## src/rtl/bm_pkg.sv

```systemverilog
package bm_pkg;

  typedef enum logic [2:0] {
    ST_IDLE,
    ST_REQ,
    ST_ADDR,
    ST_DATA,
    ST_DRAIN
  } bm_state_t;

  localparam logic [3:0] BE_ALL_ON = 4'b0000;

endpackage

```

## src/rtl/bm_beat_ctr.sv

```systemverilog
module bm_beat_ctr #(
  parameter int LEN_W = 4
) (
  input  logic             clk,
  input  logic             rst_n,
  input  logic             load,
  input  logic [LEN_W-1:0] len,
  input  logic             beat,
  output logic             last_now,
  output logic             last_next,
  output logic [LEN_W-1:0] count
);

  logic [LEN_W-1:0] rem;

  function automatic logic [LEN_W-1:0] eff_len(input logic [LEN_W-1:0] l);
    return (l == '0) ? LEN_W'(1) : l;
  endfunction

  always_ff @(posedge clk or negedge rst_n) begin
    if (!rst_n) begin
      rem   <= '0;
      count <= '0;
    end else if (load) begin
      rem   <= eff_len(len);
      count <= '0;
    end else if (beat) begin
      rem   <= rem - 1'b1;
      count <= count + 1'b1;
    end
  end

  assign last_now  = (rem == LEN_W'(1));
  assign last_next = (rem == LEN_W'(2));

  AST_BEAT_WITH_ROOM: assert property (@(posedge clk) disable iff (!rst_n)
    beat |-> rem != '0);

endmodule

```

## src/rtl/bm_dsel_watch.sv

```systemverilog
module bm_dsel_watch #(
  parameter int LIMIT = 5
) (
  input  logic clk,
  input  logic rst_n,
  input  logic arm,
  input  logic active,
  input  logic sel_n,
  output logic expired
);

  localparam int AGE_W = $clog2(LIMIT + 1);

  logic [AGE_W-1:0] age;
  logic             seen;

  function automatic logic at_deadline(input logic [AGE_W-1:0] a);
    return a == AGE_W'(LIMIT - 1);
  endfunction

  always_ff @(posedge clk or negedge rst_n) begin
    if (!rst_n) begin
      age  <= '0;
      seen <= 1'b0;
    end else if (arm) begin
      age  <= '0;
      seen <= 1'b0;
    end else if (active) begin
      seen <= seen | ~sel_n;
      if (age != AGE_W'(LIMIT)) age <= age + 1'b1;
    end
  end

  assign expired = active & ~seen & sel_n & at_deadline(age);

  AST_NO_EXPIRE_AFTER_CLAIM: assert property (@(posedge clk) disable iff (!rst_n)
    (active && !sel_n) |=> !expired);

endmodule

```

## src/rtl/bm_seq.sv

```systemverilog
module bm_seq #(
  parameter int LEN_W      = 4,
  parameter int DSEL_LIMIT = 5
) (
  input  logic             clk,
  input  logic             rst_n,
  input  logic             cmd_valid,
  input  logic [31:0]      cmd_addr,
  input  logic [3:0]       cmd_code,
  input  logic             cmd_write,
  input  logic [LEN_W-1:0] cmd_len,
  input  logic [31:0]      wr_data,
  output logic             wr_take,
  output logic [31:0]      rd_data,
  output logic             rd_valid,
  output logic             busy,
  output logic             done,
  output logic             aborted,
  output logic [LEN_W-1:0] xfer_count,
  output logic             bus_req_n,
  input  logic             bus_gnt_n,
  input  logic [31:0]      ad_in,
  output logic [31:0]      ad_out,
  output logic             ad_oe,
  output logic [3:0]       cbe_out,
  output logic             cyc_n,
  output logic             ini_rdy_n,
  input  logic             tgt_rdy_n,
  input  logic             tgt_stop_n,
  input  logic             tgt_sel_n
);
  import bm_pkg::*;

  bm_state_t st;
  logic [31:0] addr_q;
  logic [3:0]  code_q;
  logic        write_q;
  logic        abort_pend;

  // named internal events
  logic accept, in_addr, in_data, in_drain;
  logic beat, stop_req, expired, last_now, last_next;

  assign accept   = (st == ST_IDLE) & cmd_valid;
  assign in_addr  = (st == ST_ADDR);
  assign in_data  = (st == ST_DATA);
  assign in_drain = (st == ST_DRAIN);
  assign beat     = in_data & ~ini_rdy_n & ~tgt_rdy_n;
  assign stop_req = in_data & ~tgt_stop_n;

  bm_beat_ctr #(.LEN_W(LEN_W)) u_beats (
    .clk       (clk),
    .rst_n     (rst_n),
    .load      (accept),
    .len       (cmd_len),
    .beat      (beat),
    .last_now  (last_now),
    .last_next (last_next),
    .count     (xfer_count)
  );

  bm_dsel_watch #(.LIMIT(DSEL_LIMIT)) u_dsel (
    .clk     (clk),
    .rst_n   (rst_n),
    .arm     (in_addr),
    .active  (in_data),
    .sel_n   (tgt_sel_n),
    .expired (expired)
  );

  always_ff @(posedge clk or negedge rst_n) begin
    if (!rst_n) begin
      st         <= ST_IDLE;
      addr_q     <= '0;
      code_q     <= '0;
      write_q    <= 1'b0;
      abort_pend <= 1'b0;
      bus_req_n  <= 1'b1;
      cyc_n      <= 1'b1;
      ini_rdy_n  <= 1'b1;
      done       <= 1'b0;
      aborted    <= 1'b0;
    end else begin
      done    <= 1'b0;
      aborted <= 1'b0;
      unique case (st)
        ST_IDLE: if (cmd_valid) begin
          addr_q     <= cmd_addr;
          code_q     <= cmd_code;
          write_q    <= cmd_write;
          abort_pend <= 1'b0;
          bus_req_n  <= 1'b0;
          st         <= ST_REQ;
        end
        ST_REQ: if (!bus_gnt_n) begin
          bus_req_n <= 1'b1;
          cyc_n     <= 1'b0;
          st        <= ST_ADDR;
        end
        ST_ADDR: begin
          ini_rdy_n <= 1'b0;
          cyc_n     <= last_now;
          st        <= ST_DATA;
        end
        ST_DATA: begin
          if (beat && last_now) begin
            ini_rdy_n <= 1'b1;
            done      <= 1'b1;
            st        <= ST_IDLE;
          end else if (stop_req) begin
            cyc_n <= 1'b1;
            st    <= ST_DRAIN;
          end else if (beat) begin
            cyc_n <= last_next;
          end else if (expired) begin
            cyc_n      <= 1'b1;
            abort_pend <= 1'b1;
            st         <= ST_DRAIN;
          end
        end
        ST_DRAIN: begin
          ini_rdy_n <= 1'b1;
          done      <= 1'b1;
          aborted   <= abort_pend;
          st        <= ST_IDLE;
        end
        default: st <= ST_IDLE;
      endcase
    end
  end

  assign busy     = (st != ST_IDLE);
  assign ad_oe    = in_addr | (write_q & (in_data | in_drain));
  assign ad_out   = in_addr ? addr_q : wr_data;
  assign cbe_out  = in_addr ? code_q : BE_ALL_ON;
  assign wr_take  = beat & write_q;
  assign rd_valid = beat & ~write_q;
  assign rd_data  = ad_in;

  AST_ADDR_AFTER_GRANT: assert property (@(posedge clk) disable iff (!rst_n)
    $fell(cyc_n) |-> !$past(bus_gnt_n));
  AST_REQ_ONLY_OFF_BUS: assert property (@(posedge clk) disable iff (!rst_n)
    !bus_req_n |-> (cyc_n && ini_rdy_n));
  AST_RDY_AFTER_ADDR: assert property (@(posedge clk) disable iff (!rst_n)
    $fell(cyc_n) |=> !ini_rdy_n);
  AST_STROBE_RISE_UNDER_RDY: assert property (@(posedge clk) disable iff (!rst_n)
    $rose(cyc_n) |-> !ini_rdy_n);
  AST_RDY_RISE_AFTER_STROBE: assert property (@(posedge clk) disable iff (!rst_n)
    $rose(ini_rdy_n) |-> (cyc_n && $past(cyc_n)));
  AST_DONE_ONE_CYCLE: assert property (@(posedge clk) disable iff (!rst_n)
    done |=> !done);
  AST_ABORT_WITH_DONE: assert property (@(posedge clk) disable iff (!rst_n)
    aborted |-> done);

endmodule

```

## config.mk

```make
export PLATFORM = sky130hd
export DESIGN_NAME = bm_seq
export DESIGN_NICKNAME = d
export VERILOG_FILES = /design/src/rtl/bm_pkg.sv /design/src/rtl/bm_beat_ctr.sv /design/src/rtl/bm_dsel_watch.sv /design/src/rtl/bm_seq.sv
export SDC_FILE = /design/constraint.sdc
export NUM_CORES = 1
export LEC_CHECK = 0
export BUFFER_PORTS_ARGS = -buffer_cell sky130_fd_sc_hd__buf_2
export CAP_MARGIN = 40
export CELL_PAD_IN_SITES_DETAIL_PLACEMENT = 1
export CELL_PAD_IN_SITES_GLOBAL_PLACEMENT = 2
export CORE_UTILIZATION = 21
export CTS_BUF_LIST = sky130_fd_sc_hd__clkbuf_8 sky130_fd_sc_hd__clkbuf_16
export CTS_CLUSTER_DIAMETER = 60
export DETAILED_ROUTE_END_ITERATION = 8
export PLACE_DENSITY_LB_ADDON = 0.1
export SLEW_MARGIN = 20
export SYNTH_ARGS = -nofsm -noshare
export SYNTH_HDL_FRONTEND = slang
export SYNTH_SLANG_ARGS = --single-unit
```

## constraint.sdc

```tcl
create_clock -name clk -period 1.8 [get_ports clk]
set_clock_uncertainty 0.1 [all_clocks]
set_input_delay 0.36 -clock clk [delete_from_list [all_inputs] [get_ports clk]]
set_output_delay 0.36 -clock clk [all_outputs]
set_load 0.01 [all_outputs]
```

==> run summary <==
Kind of critical path: flip-flop to primary output. At the end of routability-driven placement, the weighted congestion stood at 0.721. The die span in x was 126 um; the number of distinct library cells after synthesis was 37. The post-route total power was 8890 uW; the post-synthesis cell count was 363. During I/O placement, the number of pins put on the boundary was 193.

The path class of the tightest hold or removal check is primary input to flip-flop. The layout has 1,684 filler cells. Using the TritonRoute via totals, the vias-per-cell ratio works out to 4.31. The synthesized design contains 0 enable-type register cells. Entering global routing, the biggest net connects 59 pins.

Headroom to the max-slew limit: 76.2%. On the worst path, the slowest cell contributes a delay of 370 ps. Die span in y: 126 um. Dividing the final minimum period by the clock period gives 122%. The run gives 45.0% as the part of the Yosys area used for sequential elements. The final reports fail on setup timing. The logs give 9 for the number of buffers created by CTS and 0 for the number of remaining DRC errors.

For the worst setup path, the data required time is 1340 ps. Data on the critical path arrives at its endpoint at 1740 ps. The overall global routing resource usage is 13.8%. The tools report the number of design-rule violations left by the first detailed-router iteration as 98. The final cell utilization of the core is 36.4%, and the number of antenna violations at the first check in global routing is 0. The final layout contains routed wiring with a total length of 11,800 um.

The share of synthesized flip-flops with an asynchronous set or reset came out at 100%. At the pin with the least slew margin, the transition time is 357 ps. The die outline area came out at 15,900 um^2. After floorplanning, the core was sized to cover 14,800 um^2. Number of global-route vias before repair: 3,268. In this design, the largest share of critical-path delay is due to buffers and inverters.

The first global-routing pass estimated 16,700 um of wire. The initial standard-cell utilization of the core was 21.9%; the post-synthesis instance area was 3230 um^2. Counting flops and latches in the post-synthesis netlist gives 58. The top cell types in the final layout, fill and taps aside, are buf_2 (96), nand2_1 (67), dfrtp_1 (54), buf_6 (43), nand2_2 (35). Summed over all layers, the global routing overflow is 0. The number of input and output port buffers inserted was 128. Max-cap violations in this run came to 0. Setup repair after global routing could not meet its margin everywhere. The layout net count was 625; the ratio of cells with drive above 1 in the final layout was 58.6%. After routing, the total negative slack on setup checks comes to -13,220 ps. The number of hold-slack violations in the final timing report came out at 0. The largest individual stage delay along the critical path comes from the cell dfrtp_1. The H-tree generated during clock tree synthesis spans 3 levels. Before antenna repair, the detailed router went through 4 iterations. The clock transition at the registers of the reported paths was 50 ps.

The final worst hold slack is 119 ps. The logs give -395 ps for the smallest setup slack after layout and 0.00283 uW for the static leakage power. The count of inserted antenna diode cells was 0; the net count after synthesis was 482. For the detailed-placement wirelength estimate, the log shows 7270 um.

In this run the power density over the cells is 1660 nW/um^2. The maximum net fanout on the critical path is 7, and the layout overhead on the synthesized area is 66.2%. The worst path in the final design needs a cycle of 2200 ps, including I/O delays and setup.

The sort of element at the start of the critical path is a flip-flop. For the maximum clock insertion buffer count, the log shows 2. The run gives 44 as the placement row count. The count of nets left with antenna violations once routing finished came out at 0. VDD sags by at most 631 uV. The most used flip-flop cell after synthesis is dfrtp_1. The final count of pins violating max slew came out at 0. The kind of capture point of the worst setup path is a primary output. The detailed router placed 2,989 vias in this run. The library cell used most frequently in the layout, excluding fill and tap cells, is buf_2. The total number of clock tree sinks is 58. The per-cell routed wire length came out at 17.1 um.

The run finished, with violations left. Clock tree synthesis selected as its root buffer the cell clkbuf_16. TritonCTS built the clock tree.

During synthesis, Yosys emitted a total of 0 warnings. After synthesis, the mean cell area works out to 8.90 um^2. Timing would allow up to 456 MHz.

Walking the worst path, the cells encountered are nand2b_4 > nor2_4 > buf_12 > buf_6 > mux2_2 > buf_2. The number of buffers and inverters on the critical path came out at 3. Setup violations remaining at the end of the flow were counted as 50. For the worst-skew pair, the clock arrives at the later sink with an insertion delay of 340 ps.
## Yosys cell counts, types with 2 or more instances
cell type / number / area (um^2)
ha_1: 7 / 87.6
nor2b_1: 2 / 12.5
buf_4: 34 / 255
xor2_1: 4 / 35.0
nor3_1: 7 / 35.0
dfstp_2: 3 / 78.8
nand4b_1: 2 / 17.5
and3_1: 5 / 31.3
nand2_1: 120 / 450
inv_1: 7 / 26.3
mux2_2: 31 / 349
nor2_1: 21 / 78.8
and2_1: 6 / 37.5
a21oi_1: 7 / 35.0
buf_2: 10 / 50.1
o21ai_0: 7 / 35.0
nand3_1: 7 / 35.0
dfrtp_1: 55 / 1380
clkbuf_1: 6 / 22.5
nand2b_1: 2 / 12.5
o21ai_1: 4 / 20.0
## kinds of logic after synthesis
kind of cell,count (synthesis),synth area share (%)
xor+xnor,5,1.36
fa+ha+maj,7,2.71
flops,58,45.0
mux,33,11.5
buf+inv,57,11.0
simple gates,177,23.4
compound gates,26,5.03
## worst min-delay path: cells and delay by family
family | cells | cell delay (ps)
buf+inv | 1 | 80
simple gates | 2 | 80
## registers in the layout, indices dropped and copies added, names as in the netlist, 3 cells and up
name,flops
u_beats.rem,4
st,3
code_q,4
u_beats.count,4
u_dsel.age,3
addr_q,32
## where the power goes
part / switching [uW] / internal [uW]
clock network: 609 / 1080
logic: 2230 / 2680
registers: 402 / 1890
total: 3240 / 5660
## final timing paths
kind                            cells after the start              startpoint                      to  slack, ps
min in group asynchronous                           3                   rst_n   code_q[0]$_DFFE_PN0P_        460
max in group asynchronous                           3                   rst_n   ini_rdy_n$_DFFE_PN1P_        780
worst min-delay path                                3             cmd_code[0]   code_q[0]$_DFFE_PN0P_        120
worst max register to register                      9       st[0]$_DFFE_PN0P_  addr_q[14]$_DFFE_PN0P_        -20
worst min register to register                      2  addr_q[30]$_DFFE_PN0P_  addr_q[30]$_DFFE_PN0P_        360
worst max-delay path                                6       st[2]$_DFFE_PN0P_              ad_out[16]       -400
## per-stage QoR
stage	instance area [um^2]	cells	setup slack [ps]
global placement	3990	646	-25.5
floorplan	3250	363	37.5
detailed placement	3990	646	-34.6
CTS	4490	672	-414
finish	5370	694	-395
global route	5370	694	-442
## timing repair
action	4_1_cts	5_1_grt
hold endpoints to repair	55	0
endpoints found under the setup margin	41	87
gates resized for setup	30	139
setup buffers	11	13
gates cloned	0	12
pin swaps	7	52
hold buffers	1	0
## final cells by class
type	count	area, um^2	area share [%]
clock buffer	10	239	4.45
clock inverter	5	47.5	0.886
inverter	7	26.3	0.490
multi-input combinational	248	1830	34.1
sequential	58	1460	27.1
tap	184	230	4.29
timing repair buffer	182	1540	28.7
## per-layer routing
metal	GRT usage [%]	part of all wire (%)	vias to the layer above
met5	0	0	-
met4	5.60	1.5	0
met3	5.31	6.4	24
met2	23.4	50	76
met1	15.5	42	1463
li1	-	-	1426
Note: power is estimated with default switching activity, not from simulation.
